$ cat src/rtl/irq_entry_pkg.sv
package irq_entry_pkg;

    typedef enum logic [3:0] {
        ST_IDLE  = 4'd0,
        ST_WAIT  = 4'd1,
        ST_INFO  = 4'd2,
        ST_FLAGS = 4'd3,
        ST_SVFLG = 4'd4,
        ST_SVPC  = 4'd5,
        ST_LEVEL = 4'd6,
        ST_VEC   = 4'd7
    } ies_state_e;

endpackage

$ cat src/rtl/ies_flag_xform.sv
module ies_flag_xform #(
    parameter int FW      = 16,
    parameter int LVLW    = 3,
    parameter int IBIT    = 6,
    parameter int DBIT    = 1,
    parameter int UBIT    = 7,
    parameter int IPL_LSB = 12
) (
    input  logic [FW-1:0]   tmp_i,
    input  logic [FW-1:0]   cur_i,
    input  logic [LVLW-1:0] lvl_i,
    output logic [FW-1:0]   masked_o,
    output logic [FW-1:0]   leveled_o
);
    localparam int IPL_MSB = IPL_LSB + LVLW - 1;

    for (genvar k = 0; k < FW; k++) begin : g_bit
        if (k == IBIT || k == DBIT || k == UBIT) begin : g_clr
            assign masked_o[k] = 1'b0;
        end else begin : g_keep
            assign masked_o[k] = tmp_i[k];
        end
        if (k >= IPL_LSB && k <= IPL_MSB) begin : g_lvl
            assign leveled_o[k] = lvl_i[k-IPL_LSB];
        end else begin : g_cur
            assign leveled_o[k] = cur_i[k];
        end
    end
endmodule

$ cat src/rtl/ies_bus_drv.sv
module ies_bus_drv
    import irq_entry_pkg::*;
#(
    parameter int AW             = 24,
    parameter int DW             = 32,
    parameter int FW             = 16,
    parameter int NUMW           = 6,
    parameter int PUSH_BYTES     = 4,
    parameter int INFO_ADDR      = 0,
    parameter int FAST_INFO_ADDR = 2
) (
    input  ies_state_e      st_i,
    input  logic            fast_i,
    input  logic [AW-1:0]   isp_i,
    input  logic [FW-1:0]   tmp_i,
    input  logic [AW-1:0]   pc_i,
    input  logic [AW-1:0]   intb_i,
    input  logic [NUMW-1:0] num_i,
    output logic            req_o,
    output logic            we_o,
    output logic [AW-1:0]   addr_o,
    output logic [DW-1:0]   wdata_o
);
    localparam logic [AW-1:0] DEC       = AW'(PUSH_BYTES);
    localparam logic [AW-1:0] INFO_N    = AW'(INFO_ADDR);
    localparam logic [AW-1:0] INFO_F    = AW'(FAST_INFO_ADDR);

    logic [AW-1:0] vec_addr;
    assign vec_addr = intb_i + (AW'(num_i) << 2);

    always_comb begin
        req_o   = 1'b0;
        we_o    = 1'b0;
        addr_o  = '0;
        wdata_o = '0;
        case (st_i)
            ST_INFO: begin
                req_o  = 1'b1;
                addr_o = fast_i ? INFO_F : INFO_N;
            end
            ST_SVFLG: begin
                req_o   = !fast_i;
                we_o    = !fast_i;
                addr_o  = isp_i - DEC;
                wdata_o = DW'(tmp_i);
            end
            ST_SVPC: begin
                req_o   = !fast_i;
                we_o    = !fast_i;
                addr_o  = isp_i - DEC;
                wdata_o = DW'(pc_i);
            end
            ST_VEC: begin
                req_o  = 1'b1;
                addr_o = vec_addr;
            end
            default: ;
        endcase
    end
endmodule

$ cat src/rtl/ies_ctrl.sv
module ies_ctrl
    import irq_entry_pkg::*;
#(
    parameter int AW         = 24,
    parameter int DW         = 32,
    parameter int FW         = 16,
    parameter int NUMW       = 6,
    parameter int LVLW       = 3,
    parameter int LVL_LSB    = 8,
    parameter int PUSH_BYTES = 4,
    parameter int IBIT       = 6,
    parameter int DBIT       = 1,
    parameter int UBIT       = 7
) (
    input  logic            clk,
    input  logic            rst_n,
    input  logic            pend_i,
    input  logic            fast_i,
    input  logic            bnd_i,
    input  logic            long_i,
    input  logic [FW-1:0]   flg_i,
    input  logic [AW-1:0]   pc_i,
    input  logic [AW-1:0]   isp_i,
    input  logic [AW-1:0]   intb_i,
    input  logic [DW-1:0]   rdata_i,
    input  logic            rdy_i,
    input  logic [FW-1:0]   masked_i,
    input  logic [FW-1:0]   leveled_i,
    output ies_state_e      st_o,
    output logic            fast_o,
    output logic [NUMW-1:0] num_o,
    output logic [LVLW-1:0] lvl_o,
    output logic [FW-1:0]   tmp_o,
    output logic [FW-1:0]   flg_o,
    output logic [AW-1:0]   pc_o,
    output logic [AW-1:0]   isp_o,
    output logic [AW-1:0]   intb_o,
    output logic [FW-1:0]   svf_o,
    output logic [AW-1:0]   svp_o,
    output logic            done_o,
    output logic            ack_o,
    output logic            suspend_o,
    output logic            busy_o
);
    localparam logic [AW-1:0] DEC = AW'(PUSH_BYTES);

    typedef struct packed {
        ies_state_e      st;
        logic            fast;
        logic [NUMW-1:0] num;
        logic [LVLW-1:0] lvl;
        logic [FW-1:0]   tmp;
        logic [FW-1:0]   flg;
        logic [AW-1:0]   pc;
        logic [AW-1:0]   isp;
        logic [AW-1:0]   intb;
        logic [FW-1:0]   svf;
        logic [AW-1:0]   svp;
        logic            done;
    } regs_t;

    regs_t r_q, r_d;

    logic unused_rdata_hi;
    assign unused_rdata_hi = ^rdata_i[DW-1:AW];

    always_comb begin
        r_d       = r_q;
        r_d.done  = 1'b0;
        ack_o     = 1'b0;
        suspend_o = 1'b0;
        case (r_q.st)
            ST_IDLE, ST_WAIT: begin
                if (pend_i) begin
                    if (long_i || bnd_i) begin
                        suspend_o = long_i;
                        r_d.st    = ST_INFO;
                        r_d.fast  = fast_i;
                        r_d.pc    = pc_i;
                        r_d.isp   = isp_i;
                        r_d.intb  = intb_i;
                    end else begin
                        r_d.st = ST_WAIT;
                    end
                end else begin
                    r_d.st = ST_IDLE;
                end
            end
            ST_INFO: begin
                if (rdy_i) begin
                    ack_o   = 1'b1;
                    r_d.num = rdata_i[NUMW-1:0];
                    r_d.lvl = rdata_i[LVL_LSB +: LVLW];
                    r_d.tmp = flg_i;
                    r_d.st  = ST_FLAGS;
                end
            end
            ST_FLAGS: begin
                r_d.flg = masked_i;
                r_d.st  = ST_SVFLG;
            end
            ST_SVFLG: begin
                if (r_q.fast) begin
                    r_d.svf = r_q.tmp;
                    r_d.st  = ST_SVPC;
                end else if (rdy_i) begin
                    r_d.isp = r_q.isp - DEC;
                    r_d.st  = ST_SVPC;
                end
            end
            ST_SVPC: begin
                if (r_q.fast) begin
                    r_d.svp = r_q.pc;
                    r_d.st  = ST_LEVEL;
                end else if (rdy_i) begin
                    r_d.isp = r_q.isp - DEC;
                    r_d.st  = ST_LEVEL;
                end
            end
            ST_LEVEL: begin
                r_d.flg = leveled_i;
                r_d.st  = ST_VEC;
            end
            ST_VEC: begin
                if (rdy_i) begin
                    r_d.pc   = rdata_i[AW-1:0];
                    r_d.done = 1'b1;
                    r_d.st   = ST_IDLE;
                end
            end
            default: r_d.st = ST_IDLE;
        endcase
    end

    always_ff @(posedge clk or negedge rst_n) begin
        if (!rst_n) r_q <= '0;
        else        r_q <= r_d;
    end

    assign st_o   = r_q.st;
    assign fast_o = r_q.fast;
    assign num_o  = r_q.num;
    assign lvl_o  = r_q.lvl;
    assign tmp_o  = r_q.tmp;
    assign flg_o  = r_q.flg;
    assign pc_o   = r_q.pc;
    assign isp_o  = r_q.isp;
    assign intb_o = r_q.intb;
    assign svf_o  = r_q.svf;
    assign svp_o  = r_q.svp;
    assign done_o = r_q.done;
    assign busy_o = (r_q.st != ST_IDLE) && (r_q.st != ST_WAIT);

    // completion lasts one cycle and lands in idle
    a_r11_done_pulse: assert property (@(posedge clk) disable iff (!rst_n)
        r_q.done |=> !r_q.done);
    a_r11_done_idle: assert property (@(posedge clk) disable iff (!rst_n)
        r_q.done |-> r_q.st == ST_IDLE);
    // acknowledge leads straight into the flag step
    a_r5_ack_next: assert property (@(posedge clk) disable iff (!rst_n)
        ack_o |=> r_q.st == ST_FLAGS);
    // an abort starts the descriptor read on the next cycle
    a_r3_suspend_start: assert property (@(posedge clk) disable iff (!rst_n)
        suspend_o |=> r_q.st == ST_INFO);
    // the protected flags are already clear when the vector is fetched
    a_r6_flags_clear: assert property (@(posedge clk) disable iff (!rst_n)
        r_q.st == ST_VEC |-> !r_q.flg[IBIT] && !r_q.flg[DBIT] && !r_q.flg[UBIT]);
    // fast mode leaves the stack pointer alone
    a_r8_fast_isp: assert property (@(posedge clk) disable iff (!rst_n)
        (r_q.fast && r_q.st == ST_SVPC) |=> $stable(r_q.isp));
endmodule

$ cat src/rtl/irq_entry_seq.sv
module irq_entry_seq
    import irq_entry_pkg::*;
#(
    parameter int AW             = 24,
    parameter int DW             = 32,
    parameter int FW             = 16,
    parameter int NUMW           = 6,
    parameter int LVLW           = 3,
    parameter int LVL_LSB        = 8,
    parameter int IPL_LSB        = 12,
    parameter int IBIT           = 6,
    parameter int DBIT           = 1,
    parameter int UBIT           = 7,
    parameter int PUSH_BYTES     = 4,
    parameter int INFO_ADDR      = 0,
    parameter int FAST_INFO_ADDR = 2
) (
    input  logic          clk,
    input  logic          rst_n,
    input  logic          irq_pend_i,
    input  logic          irq_fast_i,
    input  logic          insn_bnd_i,
    input  logic          insn_long_i,
    input  logic [FW-1:0] flg_i,
    input  logic [AW-1:0] pc_i,
    input  logic [AW-1:0] isp_i,
    input  logic [AW-1:0] intb_i,
    output logic          bus_req_o,
    output logic          bus_we_o,
    output logic [AW-1:0] bus_addr_o,
    output logic [DW-1:0] bus_wdata_o,
    input  logic [DW-1:0] bus_rdata_i,
    input  logic          bus_rdy_i,
    output logic          irq_ack_o,
    output logic          suspend_o,
    output logic          busy_o,
    output logic          done_o,
    output logic [FW-1:0] new_flg_o,
    output logic [AW-1:0] new_pc_o,
    output logic [AW-1:0] new_isp_o,
    output logic [FW-1:0] save_flg_o,
    output logic [AW-1:0] save_pc_o
);
    ies_state_e      st;
    logic            fast;
    logic [NUMW-1:0] num;
    logic [LVLW-1:0] lvl;
    logic [FW-1:0]   tmp, masked, leveled;
    logic [AW-1:0]   intb;

    ies_ctrl #(
        .AW(AW), .DW(DW), .FW(FW), .NUMW(NUMW), .LVLW(LVLW), .LVL_LSB(LVL_LSB),
        .PUSH_BYTES(PUSH_BYTES), .IBIT(IBIT), .DBIT(DBIT), .UBIT(UBIT)
    ) u_ctrl (
        .clk(clk), .rst_n(rst_n),
        .pend_i(irq_pend_i), .fast_i(irq_fast_i), .bnd_i(insn_bnd_i), .long_i(insn_long_i),
        .flg_i(flg_i), .pc_i(pc_i), .isp_i(isp_i), .intb_i(intb_i),
        .rdata_i(bus_rdata_i), .rdy_i(bus_rdy_i),
        .masked_i(masked), .leveled_i(leveled),
        .st_o(st), .fast_o(fast), .num_o(num), .lvl_o(lvl), .tmp_o(tmp),
        .flg_o(new_flg_o), .pc_o(new_pc_o), .isp_o(new_isp_o), .intb_o(intb),
        .svf_o(save_flg_o), .svp_o(save_pc_o), .done_o(done_o),
        .ack_o(irq_ack_o), .suspend_o(suspend_o), .busy_o(busy_o)
    );

    ies_flag_xform #(
        .FW(FW), .LVLW(LVLW), .IBIT(IBIT), .DBIT(DBIT), .UBIT(UBIT), .IPL_LSB(IPL_LSB)
    ) u_xform (
        .tmp_i(tmp), .cur_i(new_flg_o), .lvl_i(lvl),
        .masked_o(masked), .leveled_o(leveled)
    );

    ies_bus_drv #(
        .AW(AW), .DW(DW), .FW(FW), .NUMW(NUMW), .PUSH_BYTES(PUSH_BYTES),
        .INFO_ADDR(INFO_ADDR), .FAST_INFO_ADDR(FAST_INFO_ADDR)
    ) u_bus (
        .st_i(st), .fast_i(fast), .isp_i(new_isp_o), .tmp_i(tmp), .pc_i(new_pc_o),
        .intb_i(intb), .num_i(num),
        .req_o(bus_req_o), .we_o(bus_we_o), .addr_o(bus_addr_o), .wdata_o(bus_wdata_o)
    );

    // a stalled access keeps every bus field steady
    a_r10_hold: assert property (@(posedge clk) disable iff (!rst_n)
        (bus_req_o && !bus_rdy_i) |=> bus_req_o && $stable(bus_addr_o)
                                      && $stable(bus_we_o) && $stable(bus_wdata_o));
    // fast mode never writes to memory
    a_r8_no_write: assert property (@(posedge clk) disable iff (!rst_n)
        (busy_o && fast) |-> !(bus_req_o && bus_we_o));
    // the acknowledge pulse is never longer than one cycle
    a_r5_ack_single: assert property (@(posedge clk) disable iff (!rst_n)
        irq_ack_o |=> !irq_ack_o);
endmodule

$ cat config.mk
export PLATFORM = sky130hd
export DESIGN_NAME = irq_entry_seq
export DESIGN_NICKNAME = d
export VERILOG_FILES = /design/src/rtl/irq_entry_pkg.sv /design/src/rtl/ies_flag_xform.sv /design/src/rtl/ies_bus_drv.sv /design/src/rtl/ies_ctrl.sv /design/src/rtl/irq_entry_seq.sv
export SDC_FILE = /design/constraint.sdc
export NUM_CORES = 1
export LEC_CHECK = 0
export ABC_AREA = 1
export BUFFER_PORTS_ARGS = -buffer_cell sky130_fd_sc_hd__buf_2
export CAP_MARGIN = 0
export CORE_ASPECT_RATIO = 2
export CORE_UTILIZATION = 30
export CTS_CLUSTER_DIAMETER = 50
export DETAILED_ROUTE_END_ITERATION = 8
export PLACE_DENSITY = 0.56
export SLEW_MARGIN = 20
export SYNTH_ARGS = -nofsm -noshare
export SYNTH_HDL_FRONTEND = slang
export SYNTH_SLANG_ARGS = --single-unit
$ cat constraint.sdc
create_clock -name clk -period 1.85 [get_ports clk]
set_input_delay 0.185 -clock clk [delete_from_list [all_inputs] [get_ports clk]]
set_output_delay 0.185 -clock clk [all_outputs]
set_load 0.05 [all_outputs]
* Word level (Yosys, flattened, before mapping)
Index checks and enable logic that the tools add are counted.
** Word-level totals
- Flip-flop bits (word level) :: 159
- Output and inout port bits :: 166
- Word-level logic and storage cells :: 79
** Operators by class
- $add $sub $neg :: 2
- Eq/ne operators :: 16
- Muxes and demuxes :: 28
- Bitwise gates (word level) :: 1
- Reduce and logical (&&, ||, !) cells :: 19
** Operators with widths (count)
- $mux 72 :: 2
- $pmux 24 s2 :: 3
- $mux 24 :: 3
- $pmux 24 s3 :: 1
- $pmux 16 s2 :: 1
- $mux 4 :: 7
- $pmux 4 s7 :: 1
- $add 24x8->24 :: 1
- $sub 24x3->24 const B :: 1
- $eq 4x3->1 const B :: 4
- $eq 4x2->1 const B :: 2
- $ne 2x2->1 const B :: 4
- $reduce_and 2->1 :: 4
- $reduce_and 4->1 :: 2
- $mux 1 :: 7
- $ne 3x3->1 const B :: 2
- $reduce_bool 2->1 :: 3
- $reduce_or 2->1 :: 3
- $reduce_and 5->1 :: 1
- $eq 4x1->1 const B :: 1
- $logic_not 4->1 :: 1
- $mux 2 :: 2
- $ne 2x1->1 const B :: 2
- $ne 4x1->1 const B :: 1
- other kinds (7) :: 7

* Logic depth before layout (Yosys ltp)
- Word-level depth :: 4
- Depth in mapped cells :: 11
- Mapped depth without buffers :: 11

* Hierarchy
A second synthesis with hierarchy kept.
** Second synthesis, totals
- Cell total of the unflattened synthesis :: 1322
- Area, all modules :: 9444.1 um^2
** Modules (own cells, without submodules)
- ies_ctrl :: instances 1, cells each 863, area an instance 7148.1 um^2
- ies_bus_drv :: instances 1, cells each 426, area an instance 2052.0 um^2
- ies_flag_xform :: instances 1, cells each 33, area an instance 244.0 um^2

* Least setup slack after synthesis
OpenSTA, ideal clock, no wires.
- Path type :: reg2out
- From :: reg u_ctrl.r_q (netlist bit u_ctrl.num_o[0])
- To :: out bus_addr_o[14]
- Arrival time :: 2580 ps
- Required time :: 1665 ps
- Setup slack :: -915 ps
- Cell stages (with the launch flop) :: 10
- Path buffers :: 0
- Cell sequence :: dfrtp_1 -> ha_1 -> fa_1 -> nand2_1 -> nand3_1 -> nand2_1 -> o21ai_0 -> nand2_1 -> nand2_1 -> o21ai_0
** Between the ends
- Longest elaborated chain between the ends :: 2
** Ends and longest elaborated chain
- from (decl) :: RTL line ies_ctrl.sv:62 : regs_t r_q, r_d;
- from (signal assigned) :: RTL line ies_ctrl.sv:137 : else r_q <= r_d;
- $add 24x8->24 :: RTL line ies_bus_drv.sv:29 : assign vec_addr = intb_i + (AW'(num_i) << 2);
- $pmux 24 s3 :: RTL line ies_bus_drv.sv:36 : case (st_i)
- to (decl) :: RTL line irq_entry_seq.sv:30 : output logic [AW-1:0] bus_addr_o,
No other way between the ends.

* Worst setup path in the final report
- From :: reg u_ctrl.r_q (netlist bit u_ctrl.num_o[0])
- To :: out bus_addr_o[10]
The elaborated chain is that of the path after synthesis.

==> metrics list <==
- Outcome: finished with violations
- Failing checks: negative setup slack
* Period Utilization, post-route: 132%
- The via count of the first global-routing pass is 9379.
* Clock insertion delay at the later pin of the skew report: 0.45 ns
- The floorplan step defined a die boundary enclosing 0.0279 sq mm.
* Global-route wire length before repair: 52300 um
* Cell accounting for the most synthesized area: dfrtp_1
* Initial Util: 30.4%
- Max-cap violations in this run came to 0.
* Number of nets with antenna violations after detailed routing: 0
* Layout Skew: 0.00953 ns
- After technology mapping, the gate count stands at 1095.
- After clock tree synthesis, the clock-pin slew on the worst setup and hold paths is 0.07 ns.
- After global routing the overflow that remains totals 0.
* Total number of yosys warnings: 0
* Maximum number of pins on one net before global-route repair: 56
- Derived from the worst setup path, the maximum achievable clock frequency is 409 MHz.
- Routed via count: 9229
- For this run, the leading register cell type out of synthesis is dfrtp_1.
- Number of violations reported at the end of detailed-routing iteration 0: 366
- Number of distinct library cells after synthesis: 35
- The congestion estimate from routability-driven global placement came to 0.915.
- Total standard cell area after synthesis: 0.00815 sq mm
- Averaged over all synthesized cells, the footprint is 7.44 sq um.
* Kind of end point of the critical path: output pin
- Subtracting the final worst setup slack from the clock period gives 2.45 ns.
- Max clock buf depth: 2
- IR Drop Worst-Case VDD: 1.83 mV
- Most frequently used cell type in the post-synthesis netlist: nand2_1
- Post-placement worst setup slack: -0.342 ns
- CTS Buf Count: 17
- Most instantiated cells after synthesis: nand2_1 (332), dfrtp_1 (155), o21ai_0 (119)
- Half-perimeter wire length of the detailed placement result: 25100 um
- Clock tree root buffer cell: clkbuf_16
* Total power density per cell area: 2210 mW/mm^2
* Worst hold path type: primary input to flip-flop
* CTS tree: yes
* WL final: 35500 um
- STA classifies the critical path startpoint as a flip-flop.
- The H-tree generated during clock tree synthesis spans 4 levels.
* Sink count of the clock tree: 155
- The synthesized design contains 0 enable-type register cells.
- Height of the chip: 235 um
- During I/O placement, the number of pins put on the boundary was 293.
- Sequential elements use 47.6% of the synthesized area.
- Count of input and output buffers: 273
- The placed instances occupy a cell area of 0.0107 sq mm.
- Setup violation total in the final timing report: 47
- Standard-cell rows: 85
* Antenna violations before repair: 2
* Setup repair after global routing missed its margin: true
- Overall power of the completed layout: 30.8 mW
* Pins over their slew limit: 0
- Fin. Hold Viols: 0
* Critical Path RT: 1.66 ns
- In this run the horizontal extent of the chip is 119 um.
- In the final routed layout, each cell accounts on average for 18.6 um.
- P_leak: 6.78 nW
- The finished cells cover 0.0139 sq mm.
- Gr usage total: 25.3%
* Top cells by area in the synthesized netlist: dfrtp_1 (48%), nand2_1 (15%), o21ai_0 (7.3%)
* Number of filler cells placed in the layout: 2567
* Area growth syn-to-layout: 70.9%
- Proportion of netlist area held by the largest area contributor: 47.6%
* Fraction of registers with async set/reset: 100%
- DR vias/cell: 4.82
- The core region is 0.0268 sq mm.
- The pre-antenna-repair detailed-routing pass consisted of 5 iterations.
- Worst Slack Setup Final: -0.595 ns
- The signal on the critical path passes through ha_2, fa_2, nand2_4, nand3_4, nand3_4, nand2_4, buf_6, a21oi_4, o21ai_4, buf_6.
- Post-synthesis sequential element count: 155
- For this design, the slowest cell found on the critical path is dfrtp_1.
- Final Net Count: 1686
- Of the cells placed in the final design, the portion with a size suffix greater than 1 is 40.2%.
- After detailed routing, the number of remaining DRC violations is 0.
- Worst endpoint data arrival time: 2.26 ns
- Worst setup path category: flip-flop to output pin
* Slowest stage delay, CP: 0.38 ns
- In this run the worst path has a maximum fanout of 6.
-- power breakdown --
part           leakage (nW)  switching [mW]  internal (mW)
sequential             1.90            1.21           4.97
clock                 0.273            1.55           1.93
combinational          4.61            13.7           7.44
total                  6.78            16.5           14.3
-- worst max-delay path, delay by kind of cell (launching register included) --
family | cells | cell delay [ns]
AO/OA/AOI/OAI | 2 | 0.20
adder cells (fa/ha/maj) | 2 | 0.57
buffers and inverters | 2 | 0.29
flip-flops | 1 | 0.38
AND/OR/NAND/NOR | 4 | 0.36
-- path summary, 6_finish.rpt --
path                       slack, ns              from  depth (start not counted)                 to
max                            -0.60   u_ctrl.num_o[0]                         10     bus_addr_o[10]
min                             0.02           pc_i[7]                          3     u_ctrl.pc_o[7]
max reg2reg                     0.04    u_ctrl.st_o[2]                         10     u_ctrl.pc_o[6]
min reg2reg                     0.47  u_ctrl.intb_o[0]                          2   u_ctrl.intb_o[0]
max in group asynchronous       0.94             rst_n                          3    u_ctrl.tmp_o[7]
min in group asynchronous       0.24             rst_n                          2  u_ctrl.intb_o[13]
-- metrics by stage --
step | utilization, % | setup TNS (ns) | hold slack [ns] | std cells
floorplan | - | -3.88 | -0.111 | 1105
global placement | 40.0 | -3.86 | 0.143 | 1768
detailed placement | 40.0 | -4.30 | 0.147 | 1768
CTS | 50.3 | -16.73 | 0.0000809 | 1896
global route | 51.9 | -19.14 | 0.0145 | 1914
finish | 51.9 | -14.91 | 0.0187 | 1914
-- kinds of logic (layout without fill, tap and decap cells) --
kind of cell               after synthesis  after routing  synth area share (%)
AOI/OAI and AO/OA                      199            199                  13.3
DFF                                    155            155                  47.6
adders and majority gates                8              8                  1.32
and+or+nand+nor                        547            548                  27.5
buffers and inverters                  185            643                  10.2
other                                    1             13                0.0460
-- cell usage in the layout, fill, tap and decap left out, types with 5 or more instances in the layout --
master         synthesis  final
inv_1                113    104
nand3_1               88     55
nand4_1                6      6
clkbuf_16              0     20
a21oi_1               17     12
buf_4                 26    104
inv_4                  0      7
dlygate4sd3_1          0     72
dfrtp_2                0      5
o21ai_1                6      7
nand3_2                0     24
buf_8                  0     18
nand2_2                1     27
inv_2                  5      6
nor2_1               104     75
o21ai_4                0      7
dfrtp_1              155    150
nand3_4                0      9
conb_1                 1     11
buf_12                 0     17
a31oi_1               27     26
nor2_2                 2     16
ha_4                   0      5
nand2_1              332    293
buf_2                 19    219
buf_6                  2     54
nand2_4                0     14
nor2_4                 4     19
o21ai_0              119    109
o22ai_4                0     16
-- registers in the layout, summed over array words and instances (netlist names) --
| signal | count |
|---|---|
| u_ctrl.svp_o | 24 |
| u_ctrl.svf_o | 16 |
| u_ctrl.tmp_o | 16 |
| u_ctrl.st_o | 3 |
| u_ctrl.pc_o | 24 |
| u_ctrl.num_o | 6 |
| u_ctrl.fast_o | 1 |
| u_ctrl.done_o | 1 |
| u_ctrl.lvl_o | 3 |
| u_ctrl.flg_o | 13 |
| u_ctrl.intb_o | 24 |
| u_ctrl.isp_o | 24 |
-- timing repair --
| action | in CTS | in global routing |
|---|---|---|
| pin swaps | 20 | 33 |
| buffers inserted | 17 | 17 |
| gates cloned | 8 | 4 |
| hold buffers | 71 | 1 |
| endpoints found under the setup margin | 55 | 115 |
| hold endpoints to repair | 99 | 1 |
| gates resized for setup | 277 | 77 |
-- routing by layer --
| metal | wire length [um] | GRT usage [%] | vias to the layer above |
|---|---|---|---|
| met2 | 20400 | 49.7 | 316 |
| li1 | - | - | 4430 |
| met3 | 1450 | 4.08 | 93 |
| met1 | 11700 | 23.5 | 4390 |
| met4 | 2030 | 15.7 | 0 |
| met5 | 0 | 0 | - |
-- layout make-up --
type / count / area, sq um / area share (%)
diodes: 2 / 5.00 / 0.0360
clock buffers: 20 / 457 / 3.28
clock inverters: 12 / 115 / 0.827
inverters: 119 / 475 / 3.42
multi-input cells: 766 / 4510 / 32.4
flip-flops and latches: 155 / 3880 / 27.9
well taps: 348 / 435 / 3.13
repair buffers: 492 / 4030 / 29.0
No activity file was read; power rests on OpenSTA's default activity.
